$ cat src/rtl/align_pkg.sv
package align_pkg;
  typedef enum logic [1:0] {
    MODE_WORD   = 2'd0,
    MODE_BLOAD  = 2'd1,
    MODE_BSTORE = 2'd2
  } lane_mode_e;
endpackage

$ cat src/rtl/lane_mux.sv
module lane_mux
  import align_pkg::*;
#(
  parameter int LANE_IDX = 0,
  parameter int LANES    = 4,
  parameter int SEL_W    = 2
) (
  input  lane_mode_e       mode,
  input  logic [SEL_W-1:0] sel,
  input  logic [7:0]       src_bytes [LANES],
  input  logic [7:0]       fill_byte,
  output logic [7:0]       lane_byte
);
  localparam logic [SEL_W-1:0] MY_SEL = SEL_W'(LANE_IDX);

  always_comb begin
    case (mode)
      MODE_WORD:   lane_byte = src_bytes[LANE_IDX];
      MODE_BLOAD:  lane_byte = (LANE_IDX == 0) ? src_bytes[sel] : fill_byte;
      MODE_BSTORE: lane_byte = (sel == MY_SEL) ? src_bytes[0] : 8'h00;
      default:     lane_byte = 8'h00;
    endcase
  end
endmodule

$ cat src/rtl/be_gen.sv
module be_gen #(
  parameter int LANES = 4,
  parameter int SEL_W = 2
) (
  input  logic             en,
  input  logic             wr,
  input  logic             is_byte,
  input  logic [SEL_W-1:0] sel,
  output logic [LANES-1:0] be,
  output logic             we,
  output logic             bad_align,
  output logic             ld_ok
);
  always_comb begin
    bad_align = en && !is_byte && (sel != '0);
    we        = en && wr && !bad_align;
    ld_ok     = en && !wr && !bad_align;
    be        = '0;
    if (we) begin
      if (is_byte) be[sel] = 1'b1;
      else         be     = '1;
    end
  end
endmodule

$ cat src/rtl/lane_align_unit.sv
module lane_align_unit
  import align_pkg::*;
#(
  parameter int DATA_W = 32,
  parameter int ADDR_W = 24,
  parameter int REG_AW = 4
) (
  input  logic              clk,
  input  logic              rst,
  input  logic              acc_en,
  input  logic              acc_wr,
  input  logic              acc_byte,
  input  logic [ADDR_W-1:0] acc_addr,
  input  logic [REG_AW-1:0] acc_dst,
  input  logic [DATA_W-1:0] st_data,
  input  logic [DATA_W-1:0] bus_rdata,
  output logic [DATA_W-1:0] bus_wdata,
  output logic [DATA_W/8-1:0] bus_be,
  output logic              bus_we,
  output logic              misalign,
  output logic              wb_valid,
  output logic [REG_AW-1:0] wb_dst,
  output logic [DATA_W-1:0] wb_data
);
  localparam int LANES = DATA_W / 8;
  localparam int SEL_W = $clog2(LANES);

  logic [SEL_W-1:0] sel;
  lane_mode_e       mode;
  logic [7:0]       src_bytes [LANES];
  logic [7:0]       rd_bytes  [LANES];
  logic [7:0]       fill_byte;
  logic [DATA_W-1:0] aligned;
  logic [LANES-1:0] be_c;
  logic             we_c, bad_c, ld_c;

  assign sel = acc_addr[SEL_W-1:0];

  always_comb begin
    if (!acc_byte)   mode = MODE_WORD;
    else if (acc_wr) mode = MODE_BSTORE;
    else             mode = MODE_BLOAD;
  end

  genvar g;
  generate
    for (g = 0; g < LANES; g++) begin : g_lane
      assign rd_bytes[g]  = bus_rdata[g*8 +: 8];
      assign src_bytes[g] = acc_wr ? st_data[g*8 +: 8] : bus_rdata[g*8 +: 8];
      lane_mux #(.LANE_IDX(g), .LANES(LANES), .SEL_W(SEL_W)) u_mux (
        .mode      (mode),
        .sel       (sel),
        .src_bytes (src_bytes),
        .fill_byte (fill_byte),
        .lane_byte (aligned[g*8 +: 8])
      );
    end
  endgenerate

  assign fill_byte = {8{rd_bytes[sel][7]}};

  be_gen #(.LANES(LANES), .SEL_W(SEL_W)) u_be (
    .en        (acc_en),
    .wr        (acc_wr),
    .is_byte   (acc_byte),
    .sel       (sel),
    .be        (be_c),
    .we        (we_c),
    .bad_align (bad_c),
    .ld_ok     (ld_c)
  );

  always_ff @(posedge clk) begin
    if (rst) begin
      bus_wdata <= '0;
      bus_be    <= '0;
      bus_we    <= 1'b0;
      misalign  <= 1'b0;
      wb_valid  <= 1'b0;
      wb_dst    <= '0;
      wb_data   <= '0;
    end else begin
      bus_wdata <= we_c ? aligned : '0;
      bus_be    <= be_c;
      bus_we    <= we_c;
      misalign  <= bad_c;
      wb_valid  <= ld_c;
      if (ld_c) begin
        wb_data <= aligned;
        wb_dst  <= acc_dst;
      end
    end
  end
endmodule

$ cat config.mk
export PLATFORM = sky130hd
export DESIGN_NAME = lane_align_unit
export DESIGN_NICKNAME = d
export VERILOG_FILES = /design/src/rtl/align_pkg.sv /design/src/rtl/lane_mux.sv /design/src/rtl/be_gen.sv /design/src/rtl/lane_align_unit.sv
export SDC_FILE = /design/constraint.sdc
export NUM_CORES = 1
export LEC_CHECK = 0
export BUFFER_PORTS_ARGS = -buffer_cell sky130_fd_sc_hd__buf_2
export CORE_MARGIN = 3
export CORE_UTILIZATION = 35
export CTS_BUF_LIST = sky130_fd_sc_hd__clkbuf_16
export DETAILED_ROUTE_END_ITERATION = 8
export PLACE_DENSITY = 0.75
export REMOVE_ABC_BUFFERS = 1
export SYNTH_ARGS = -nofsm -noshare
export SYNTH_HDL_FRONTEND = slang
export SYNTH_SLANG_ARGS = --single-unit
$ cat constraint.sdc
create_clock -name clk -period 1.8 [get_ports clk]
set_clock_uncertainty 0.2 [all_clocks]
set_input_delay 0.09 -clock clk [delete_from_list [all_inputs] [get_ports clk]]
set_output_delay 0.09 -clock clk [all_outputs]
set_load 0.01 [all_outputs]
==> impl_metrics.env, run 1 <==
export IMPL_run_status="complete, no violations"
export IMPL_report_final_hold_viol_count=0
export IMPL_final_util=0.554
export IMPL_critPathRequiredTime_ns=1.79
export IMPL_min_period_over_period=0.958
export IMPL_crit_family="buffers and inverters"
export IMPL_antenna_cells=0
export IMPL_synthCells=355
export IMPL_initial_core_util=0.362
export IMPL_grt_max_degree=39
export IMPL_fp_dieH_um=104
export IMPL_worst_skew_pair_late_latency_ns=0.32
export IMPL_met2RoutedLength_um=5810
export IMPL_min_delay_path_class="in2reg"
export IMPL_cells_along_the_critical_path="dlygate4sd3_1 > buf_2 > mux2_4 > a32oi_4 > buf_4 > a311oi_1"
export IMPL_holdPathEnd="bus_wdata[11]$_SDFF_PP0_"
export IMPL_reg2reg_depth=2
export IMPL_fin_area_um2=5170
export IMPL_synth_enable_flop_cells=0
export IMPL_ys_seq_area_frac=0.445
export IMPL_hold_path_startpoint="bus_rdata[11]"
export IMPL_synth_largest_type_area_fraction=0.445
export IMPL_cts_reportedPaths_clkPinSlew_ns=0.06
export IMPL_io_pins=172
export IMPL_timing_critical_path_buf_inv=3
export IMPL_grt_pass1_wl_um=18500
export IMPL_postSynthAreaPerCell_um2=9.51
export IMPL_number_of_setup_violations_in_the_final_report=0
export IMPL_synth_main_ff_cell="sky130_fd_sc_hd__dfxtp_1"
export IMPL_met3_length_um=813
export IMPL_yosys_cell_types_count=41
export IMPL_grt_use_total=0.211
export IMPL_cap_violations=0
export IMPL_period_minus_slack_ns=1.72
export IMPL_final_setup_worst_slack_ns=0.0757
export IMPL_vias_per_cell=5.20
export IMPL_finalNetCount=650
export IMPL_worstReg2RegStart="wb_data[19]$_SDFFE_PP0P_"
export IMPL_total_leakage_power_nw=2.29
export IMPL_synth_seq_cells=75
export IMPL_numCtsBuffers=9
export IMPL_route_antenna_remaining_nets=0
export IMPL_drt_first_pass_iters=4
export IMPL_die_area_um2=10900
export IMPL_synth_area_leaders="sky130_fd_sc_hd__dfxtp_1, sky130_fd_sc_hd__a21oi_1, sky130_fd_sc_hd__a311oi_1"
export IMPL_critical_path_class="in2reg"
export IMPL_end_kind="flip-flop"
export IMPL_mostFrequentLayoutCell="sky130_fd_sc_hd__buf_2"
export IMPL_floorplan_core_area_um2=9330
export IMPL_vdd_drop_max_v=0.000389
export IMPL_synth_top_area_cell="sky130_fd_sc_hd__dfxtp_1"
export IMPL_drc_errors=0
export IMPL_fin_cells=686
export IMPL_worst_path_max_fanout=18
export IMPL_wl_met1_um=4850
export IMPL_grt_pass1_vias=3614
export IMPL_dieWidth_um=104
export IMPL_dp_final_hpwl_um=7690
export IMPL_arrival_ns=1.71
export IMPL_globalRouteOverflowTotal=0
export IMPL_clk_sink_count=75
export IMPL_rsz0062_at_grt="no"
export IMPL_highest_signal_layer="met4"
export IMPL_fmax_mhz=580
export IMPL_h_tree_levels=3
export IMPL_critical_path_slowest_cell="sky130_fd_sc_hd__dlygate4sd3_1"
export IMPL_slew_headroom=0.669
export IMPL_reg2reg_to="wb_data[19]$_SDFFE_PP0P_"
export IMPL_report_power_total_w=0.00437
export IMPL_wl_per_cell_um=17.2
export IMPL_reg2reg_slack_ns=0.82
export IMPL_post_cts_repair_setup_buffers=0
export IMPL_hold_path_depth=4
export IMPL_vias=3570
export IMPL_grt_antenna_before_repair=0
export IMPL_first_iter_violations=188
export IMPL_area_growth_pct=53.0
export IMPL_final_cell_mix="sky130_fd_sc_hd__buf_2, sky130_fd_sc_hd__a21oi_1, sky130_fd_sc_hd__dfxtp_1, sky130_fd_sc_hd__dlygate4sd3_1, sky130_fd_sc_hd__a311oi_1"
export IMPL_timing_critical_path_from_type="input port"
export IMPL_routability_cong=0.794
export IMPL_finalWirelength_um=11800
export IMPL_timing_final_max_slew_violations=0
export IMPL_power_density_nw_per_um2=845
export IMPL_cts_buffer_depth=2
export IMPL_place_area_um2=4230
export IMPL_max_stage_delay_ns=0.54
export IMPL_postSynth_asyncResetShare=0
export IMPL_synth_area_um2=3380
export IMPL_port_buffers=149
export IMPL_post_place_ws_ns=0.0334
export IMPL_cts_tree="yes"
export IMPL_place_detailed_instances=609
export IMPL_yosysWarnings=0
export IMPL_core_rowCount=35
export IMPL_clk_tree_root_cell="sky130_fd_sc_hd__clkbuf_16"
export IMPL_drive_gt1_frac=0.366
export IMPL_tightest_slew_ns=0.496
[repair_timing]
item                                   4_1_cts  5_1_grt
hold buffers                                61        0
resized for setup                            0        2
setup endpoints to repair                    0        2
endpoints found under the hold margin       64        0
[worst max path at each step]
| stage | from | end | slack, ns | cells past startpoint |
|---|---|---|---|---|
| final | bus_rdata[7] | wb_data[17]$_SDFFE_PP0P_ | 0.08 | 6 |
| after global routing | acc_addr[1] | bus_wdata[26]$_SDFF_PP0_ | 0.003 | 5 |
| after CTS | bus_rdata[7] | wb_data[17]$_SDFFE_PP0P_ | 0.09 | 6 |
| after detailed placement | acc_addr[1] | wb_data[11]$_SDFFE_PP0P_ | 0.03 | 5 |
| after global placement | acc_addr[1] | wb_data[21]$_SDFFE_PP0P_ | 0.14 | 5 |
| after floorplan | acc_addr[0] | wb_data[10]$_SDFFE_PP0P_ | -0.30 | 3 |
[stage by stage]
stage	hold WS, ns	TNS, ns
after floorplan	-0.0421	-14.04
final	0.0250	0
after global routing	0.0425	0
after CTS	0.0152	0
after global placement	0.146	0
after detailed placement	0.150	0
[logic make-up (layout without fill, tap and decap cells)]
kind of cell           count (synthesis)  count (layout)  synth area share
AO/OA/AOI/OAI                        142             142             0.273
flip-flops                            75              75             0.445
AND/OR/NAND/NOR                       73              74             0.141
buffers and inverters                 44             245            0.0730
multiplexers                          21              21            0.0682
[worst register-to-register path, cell delays in order, from the launching register on]
cell                       delay (ns)
sky130_fd_sc_hd__dfxtp_1         0.35
sky130_fd_sc_hd__a21oi_1         0.05
sky130_fd_sc_hd__a311oi_1        0.28
[synthesized netlist by cell type, drive strengths merged, types with 4 or more instances]
master and count:
a211oi 12, a21oi 77, a22oi 6, a2bb2oi 8, a311oi 26, and2 6, buf 30, clkbuf 12
dfxtp 75, mux2 13, mux2i 8, nand2b 21, nand3 5, nor2 4, nor2b 19, o21ai 6
[state kept, by name, summed over array words and instances, names as in the netlist]
register,count
bus_wdata,32
misalign,1
bus_be,4
bus_we,1
wb_valid,1
wb_dst,4
wb_data,32
[final cells by class]
class,count,area (um2)
fillers,798,4160
multi-input cells,237,1670
repair buffers,228,1520
flip-flops and latches,75,1500
clock buffers,9,225
well taps,129,161
clock inverters,6,82.6
inverters,2,7.51
[per-layer routing]
| metal | up-vias | GRT usage |
|---|---|---|
| met5 | - | 0 |
| met4 | 0 | 0.0883 |
| met3 | 29 | 0.0596 |
| met2 | 163 | 0.358 |
| met1 | 1669 | 0.251 |
| li1 | 1709 | - |
[report_power, final]
group	leakage [nW]	internal [W]	switching, W
Combinational	1.52	0.000365	0.000370
Sequential	0.611	0.00173	0.0000302
Clock	0.156	0.00120	0.000677
Total	2.29	0.00329	0.00108
Note: power is estimated with default switching activity, not from simulation.
==> inputs of run 2 (changes only) <==
--- a/config.mk
+++ b/config.mk
@@ -11,7 +11,6 @@
 export CTS_BUF_LIST = sky130_fd_sc_hd__clkbuf_16
 export DETAILED_ROUTE_END_ITERATION = 8
 export PLACE_DENSITY = 0.75
-export REMOVE_ABC_BUFFERS = 1
 export SYNTH_ARGS = -nofsm -noshare
 export SYNTH_HDL_FRONTEND = slang
 export SYNTH_SLANG_ARGS = --single-unit
==> run 2 against run 1 <==
Against the previous run:
- final cell count down 0.73%
- largest power group is now sequential cells
- register-to-register slack about the same
- critical endpoint is now bus_wdata[17]$_SDFF_PP0_
- cell area is 2.3% lower
- global-route usage rose by 1.7 points
==> impl_metrics.env, run 2 (same netlist as run 1, synthesis figures left out) <==
export IMPL_vias=3668
export IMPL_critical_path_slowest_cell="sky130_fd_sc_hd__dlygate4sd3_1"
export IMPL_route_antenna_remaining_nets=0
export IMPL_core_rowCount=35
export IMPL_wl_per_cell_um=18.4
export IMPL_dieWidth_um=104
export IMPL_power_frac_clock=0.382
export IMPL_report_final_hold_viol_count=0
export IMPL_place_detailed_instances=607
export IMPL_post_cts_repair_setup_buffers=0
export IMPL_slew_headroom=0.667
export IMPL_tightest_slew_ns=0.488
export IMPL_fp_dieH_um=104
export IMPL_grt_antenna_before_repair=0
export IMPL_cts_reportedPaths_clkPinSlew_ns=0.05
export IMPL_hold_path_depth=4
export IMPL_min_delay_path_class="in2reg"
export IMPL_globalRouteOverflowTotal=0
export IMPL_design_internal_power_w=0.00299
export IMPL_cap_violations=0
export IMPL_net_switching_power_w=0.00105
export IMPL_critPathRequiredTime_ns=1.84
export IMPL_min_period_over_period=0.963
export IMPL_share_comb_of_total_power=0.184
export IMPL_setup_total_negative_slack_ns=0
export IMPL_seq_power_share=0.434
export IMPL_cts_buffer_depth=2
export IMPL_power_density_nw_per_um2=800
export IMPL_fin_cells=681
export IMPL_rsz0062_at_grt="no"
export IMPL_port_buffers=149
export IMPL_grt_pass1_wl_um=19500
export IMPL_first_iter_violations=254
export IMPL_io_pins=172
export IMPL_die_area_um2=10900
export IMPL_initial_core_util=0.362
export IMPL_critical_path_top_cell_by_count="sky130_fd_sc_hd__a21oi_1"
export IMPL_grt_max_degree=39
export IMPL_run_status="complete, no violations"
export IMPL_hold_slack_ns=0.0268
export IMPL_drive_gt1_frac=0.361
export IMPL_arrival_ns=1.78
export IMPL_clk_tree_root_cell="sky130_fd_sc_hd__clkbuf_16"
export IMPL_largestRegisters="bus_wdata: 32 flops, wb_data: 32 flops"
export IMPL_end_kind="flip-flop"
export IMPL_final_cell_mix="sky130_fd_sc_hd__buf_2, sky130_fd_sc_hd__a21oi_1, sky130_fd_sc_hd__dfxtp_1, sky130_fd_sc_hd__dlygate4sd3_1, sky130_fd_sc_hd__a311oi_1"
export IMPL_period_minus_slack_ns=1.73
export IMPL_timing_final_max_slew_violations=0
export IMPL_mostFrequentLayoutCell="sky130_fd_sc_hd__buf_2"
export IMPL_fmax_mhz=577
export IMPL_timing_critical_path_from_type="input port"
export IMPL_h_tree_levels=3
export IMPL_area_growth_pct=49.5
export IMPL_clk_sink_count=75
export IMPL_syn_num_nets=452
export IMPL_grt_pass1_vias=3625
export IMPL_vias_per_cell=5.39
export IMPL_total_leakage_power_nw=2.24
export IMPL_dp_final_hpwl_um=8090
export IMPL_reg2reg_depth=2
export IMPL_cts_tree="yes"
export IMPL_floorplan_core_area_um2=9330
export IMPL_power_switching_fraction=0.261
export IMPL_worst_path_max_fanout=17
export IMPL_cells_along_the_critical_path="buf_2 > buf_4 > and3b_2 > a21oi_1 > dlygate4sd3_1 > a21oi_1"
export IMPL_drc_errors=0
export IMPL_max_stage_delay_ns=0.58
export IMPL_number_of_setup_violations_in_the_final_report=0
export IMPL_finalNetCount=644
export IMPL_drt_first_pass_iters=5
export IMPL_finalWirelength_um=12500
export IMPL_worst_skew_pair_late_latency_ns=0.32
export IMPL_vdd_drop_max_v=0.000429
export IMPL_critical_path_class="in2reg"
export IMPL_routability_cong=0.850
export IMPL_grt_use_total=0.228
export IMPL_numCtsBuffers=9
==> run 2: worst paths after layout <==
| check | to | startpoint | slack [ns] |
|---|---|---|---|
| worst min-delay path | bus_wdata[20]$_SDFF_PP0_ | st_data[20] | 0.03 |
| worst min register to register | wb_dst[3]$_SDFFE_PP0P_ | wb_dst[3]$_SDFFE_PP0P_ | 0.28 |
| worst max register to register | wb_data[25]$_SDFFE_PP0P_ | wb_data[25]$_SDFFE_PP0P_ | 0.83 |
| worst max-delay path | bus_wdata[17]$_SDFF_PP0_ | acc_addr[1] | 0.07 |
==> run 2: area by class of cell <==
type,instances,area (um2)
Timing Repair Buffer,223,1490
Multi-Input combinational cell,236,1630
Sequential cell,75,1500
Clock inverter,6,26.3
Tap cell,129,161
Antenna cell,1,2.50
Fill cell,830,4280
Inverter,2,7.51
Clock buffer,9,225
==> run 2: metal layers <==
metal	global-route usage	vias up	wire length, um
li1	-	1705	-
met1	0.293	1673	5100
met2	0.349	231	5760
met3	0.0416	59	1000
met4	0.153	0	686
met5	0	-	0
==> run 2: power groups by stage <==
stage               logic [W]  registers [W]  clock network (W)
global route         0.000800        0.00176            0.00164
CTS                  0.000725        0.00175            0.00158
floorplan            0.000333        0.00182                  0
global placement     0.000611        0.00179                  0
detailed placement   0.000622        0.00179                  0
finish               0.000743        0.00175            0.00154
==> run 2: what timing repair did <==
item | in CTS | in global routing
resized for setup | 0 | 4
hold endpoints to repair | 52 | 0
hold buffers | 58 | 0
setup endpoints to repair | 0 | 32
==> run 2: worst max-delay path: cells and delay by family <==
family,cells,cell delay [ns]
simple gates,1,0.29
buf+inv,3,1.12
compound gates,2,0.26
==> run 2: stage by stage <==
step | cell area (um2) | util | setup slack, ns | power [W]
floorplan | 3380 | - | 0.403 | 0.00215
global placement | 4210 | 0.451 | 0.0747 | 0.00240
detailed placement | 4210 | 0.451 | 0.0304 | 0.00241
CTS | 5040 | 0.540 | 0.0192 | 0.00406
global route | 5050 | 0.541 | 0.0186 | 0.00420
finish | 5050 | 0.541 | 0.0662 | 0.00404
==> inputs of run 3 (changes only) <==
==> constraint.sdc (replaced) <==
create_clock -name clk -period 1.8 [get_ports clk]
set_clock_uncertainty 0.2 [all_clocks]
set_input_delay 0.36 -clock clk [delete_from_list [all_inputs] [get_ports clk]]
set_output_delay 0.36 -clock clk [all_outputs]
set_load 0.01 [all_outputs]
==> run 3 against run 2 <==
Against the previous run:
- worst hold slack improved by 0.057 ns
- via count fell by 8.2%
- total power fell by 2.8%
- maximum frequency rose by 0.87%
- largest cell class unchanged
==> impl_metrics.env, run 3 (same netlist as run 1, synthesis figures left out) <==
export IMPL_post_cts_repair_setup_buffers=0
export IMPL_grt_antenna_before_repair=0
export IMPL_final_setup_worst_slack_ns=0.0812
export IMPL_min_delay_path_class="in2reg"
export IMPL_hold_path_depth=3
export IMPL_io_pins=172
export IMPL_initial_core_util=0.362
export IMPL_slew_headroom=0.534
export IMPL_final_util=0.490
export IMPL_run_status="complete, no violations"
export IMPL_area_growth_pct=35.3
export IMPL_tightest_slew_ns=0.682
export IMPL_syn_num_nets=452
export IMPL_worstReg2RegStart="wb_data[14]$_SDFFE_PP0P_"
export IMPL_clk_tree_root_cell="sky130_fd_sc_hd__clkbuf_16"
export IMPL_largestRegisters="bus_wdata: 32 flops, wb_data: 32 flops"
export IMPL_wl_per_cell_um=17.8
export IMPL_route_antenna_remaining_nets=0
export IMPL_clk_sink_count=75
export IMPL_worst_skew_pair_late_latency_ns=0.32
export IMPL_number_of_setup_violations_in_the_final_report=0
export IMPL_rsz0062_at_grt="no"
export IMPL_hold_path_startpoint="acc_dst[0]"
export IMPL_end_kind="flip-flop"
export IMPL_critPathRequiredTime_ns=1.79
export IMPL_dp_final_hpwl_um=8360
export IMPL_critical_path_class="in2reg"
export IMPL_cap_violations=0
export IMPL_cts_reportedPaths_clkPinSlew_ns=0.06
export IMPL_finalNetCount=599
export IMPL_floorplan_core_area_um2=9330
export IMPL_area_used_by_multi_input_combinational_logic_um2=1630
export IMPL_setup_total_negative_slack_ns=0
export IMPL_drive_gt1_frac=0.413
export IMPL_first_iter_violations=251
export IMPL_grt_use_total=0.204
export IMPL_reg2reg_depth=2
export IMPL_min_period_over_period=0.955
export IMPL_final_fill_count=906
export IMPL_grt_max_degree=39
export IMPL_worstSetupStartpoint="acc_addr[1]"
export IMPL_cts_tree="yes"
export IMPL_drt_first_pass_iters=5
export IMPL_die_area_um2=10900
export IMPL_reg2reg_slack_ns=0.85
export IMPL_ctsHoldBuffers=0
export IMPL_arrival_ns=1.71
export IMPL_period_minus_slack_ns=1.72
export IMPL_dieWidth_um=104
export IMPL_fp_dieH_um=104
export IMPL_hold_slack_ns=0.0839
export IMPL_total_leakage_power_nw=2.07
export IMPL_post_place_ws_ns=-0.246
export IMPL_final_cell_mix="sky130_fd_sc_hd__buf_2, sky130_fd_sc_hd__a21oi_1, sky130_fd_sc_hd__dfxtp_1, sky130_fd_sc_hd__a311oi_1, sky130_fd_sc_hd__buf_4"
export IMPL_vias=3369
export IMPL_holdPathEnd="wb_dst[0]$_SDFFE_PP0P_"
export IMPL_grt_pass1_vias=3367
export IMPL_fmax_mhz=582
export IMPL_routability_cong=0.856
export IMPL_timing_critical_path_from_type="input port"
export IMPL_layout_area_seq_um2=1500
export IMPL_post_cts_resize_count=0
export IMPL_globalRouteOverflowTotal=0
export IMPL_grt_pass1_wl_um=17600
export IMPL_mostFrequentLayoutCell="sky130_fd_sc_hd__buf_2"
export IMPL_drc_errors=0
export IMPL_port_buffers=149
export IMPL_core_rowCount=35
export IMPL_cts_buffer_depth=2
export IMPL_vdd_drop_max_v=0.000388
export IMPL_numCtsBuffers=9
export IMPL_reg2reg_to="wb_data[14]$_SDFFE_PP0P_"
export IMPL_h_tree_levels=3
export IMPL_worst_path_max_fanout=11
export IMPL_finalWirelength_um=11300
export IMPL_report_final_hold_viol_count=0
export IMPL_timing_final_max_slew_violations=0
export IMPL_power_density_nw_per_um2=860
export IMPL_report_power_total_w=0.00393
export IMPL_antenna_cells=0
export IMPL_vias_per_cell=5.31
-- run 3: cell types whose count changed in the layout (fill, tap and decap cells not counted), sizes merged --
cell	before	now
diode	1	0
inv	4	3
dlygate4sd3	58	0
clkinv	4	5
buf	165	178
-- run 3: worst max-delay path by stage --
stage / cells after the start / to / slack, ns
after global routing: 5 / wb_data[4]$_SDFFE_PP0P_ / 0.0007
after CTS: 5 / wb_data[10]$_SDFFE_PP0P_ / 0.09
after global placement: 5 / wb_data[8]$_SDFFE_PP0P_ / -0.18
after detailed placement: 5 / wb_data[10]$_SDFFE_PP0P_ / -0.25
final: 5 / wb_data[4]$_SDFFE_PP0P_ / 0.08
after floorplan: 6 / bus_wdata[11]$_SDFF_PP0_ / 0.13
-- run 3: final cells by class --
class | count | share of cell area
timing repair buffer | 178 | 0.223
clock inverter | 6 | 0.00548
multi-input combinational | 236 | 0.357
tap | 129 | 0.0353
sequential | 75 | 0.329
inverter | 2 | 0.00164
clock buffer | 9 | 0.0493
-- run 3: stage by stage --
step	instances	cell area [um2]
6_report	635	4570
5_1_grt	635	4570
4_1_cts	635	4570
3_5_place_dp	620	4320
3_3_place_gp	620	4320
2_1_floorplan	355	3380
-- run 3: worst max-delay path, cell delays in order --
cell and delay, ns:
sky130_fd_sc_hd__buf_2 0.25, sky130_fd_sc_hd__o21ai_1 0.13, sky130_fd_sc_hd__a2111oi_0 0.67, sky130_fd_sc_hd__buf_4 0.21, sky130_fd_sc_hd__a311oi_1 0.07
-- run 3: layer usage --
metal / wire, um / part of all wire / vias to the layer above / global-route usage
met4: 291 / 0.026 / 0 / 0.0779
met3: 743 / 0.066 / 20 / 0.0484
met5: 0 / 0 / - / 0
met1: 4980 / 0.44 / 1623 / 0.269
li1: - / - / 1603 / -
met2: 5290 / 0.47 / 123 / 0.324
-- run 3: power breakdown --
group / total, W / switching (W) / internal (W)
registers: 0.00175 / 0.0000285 / 0.00173
logic: 0.000650 / 0.000357 / 0.000293
clock network: 0.00152 / 0.000625 / 0.000899
total: 0.00393 / 0.00101 / 0.00292
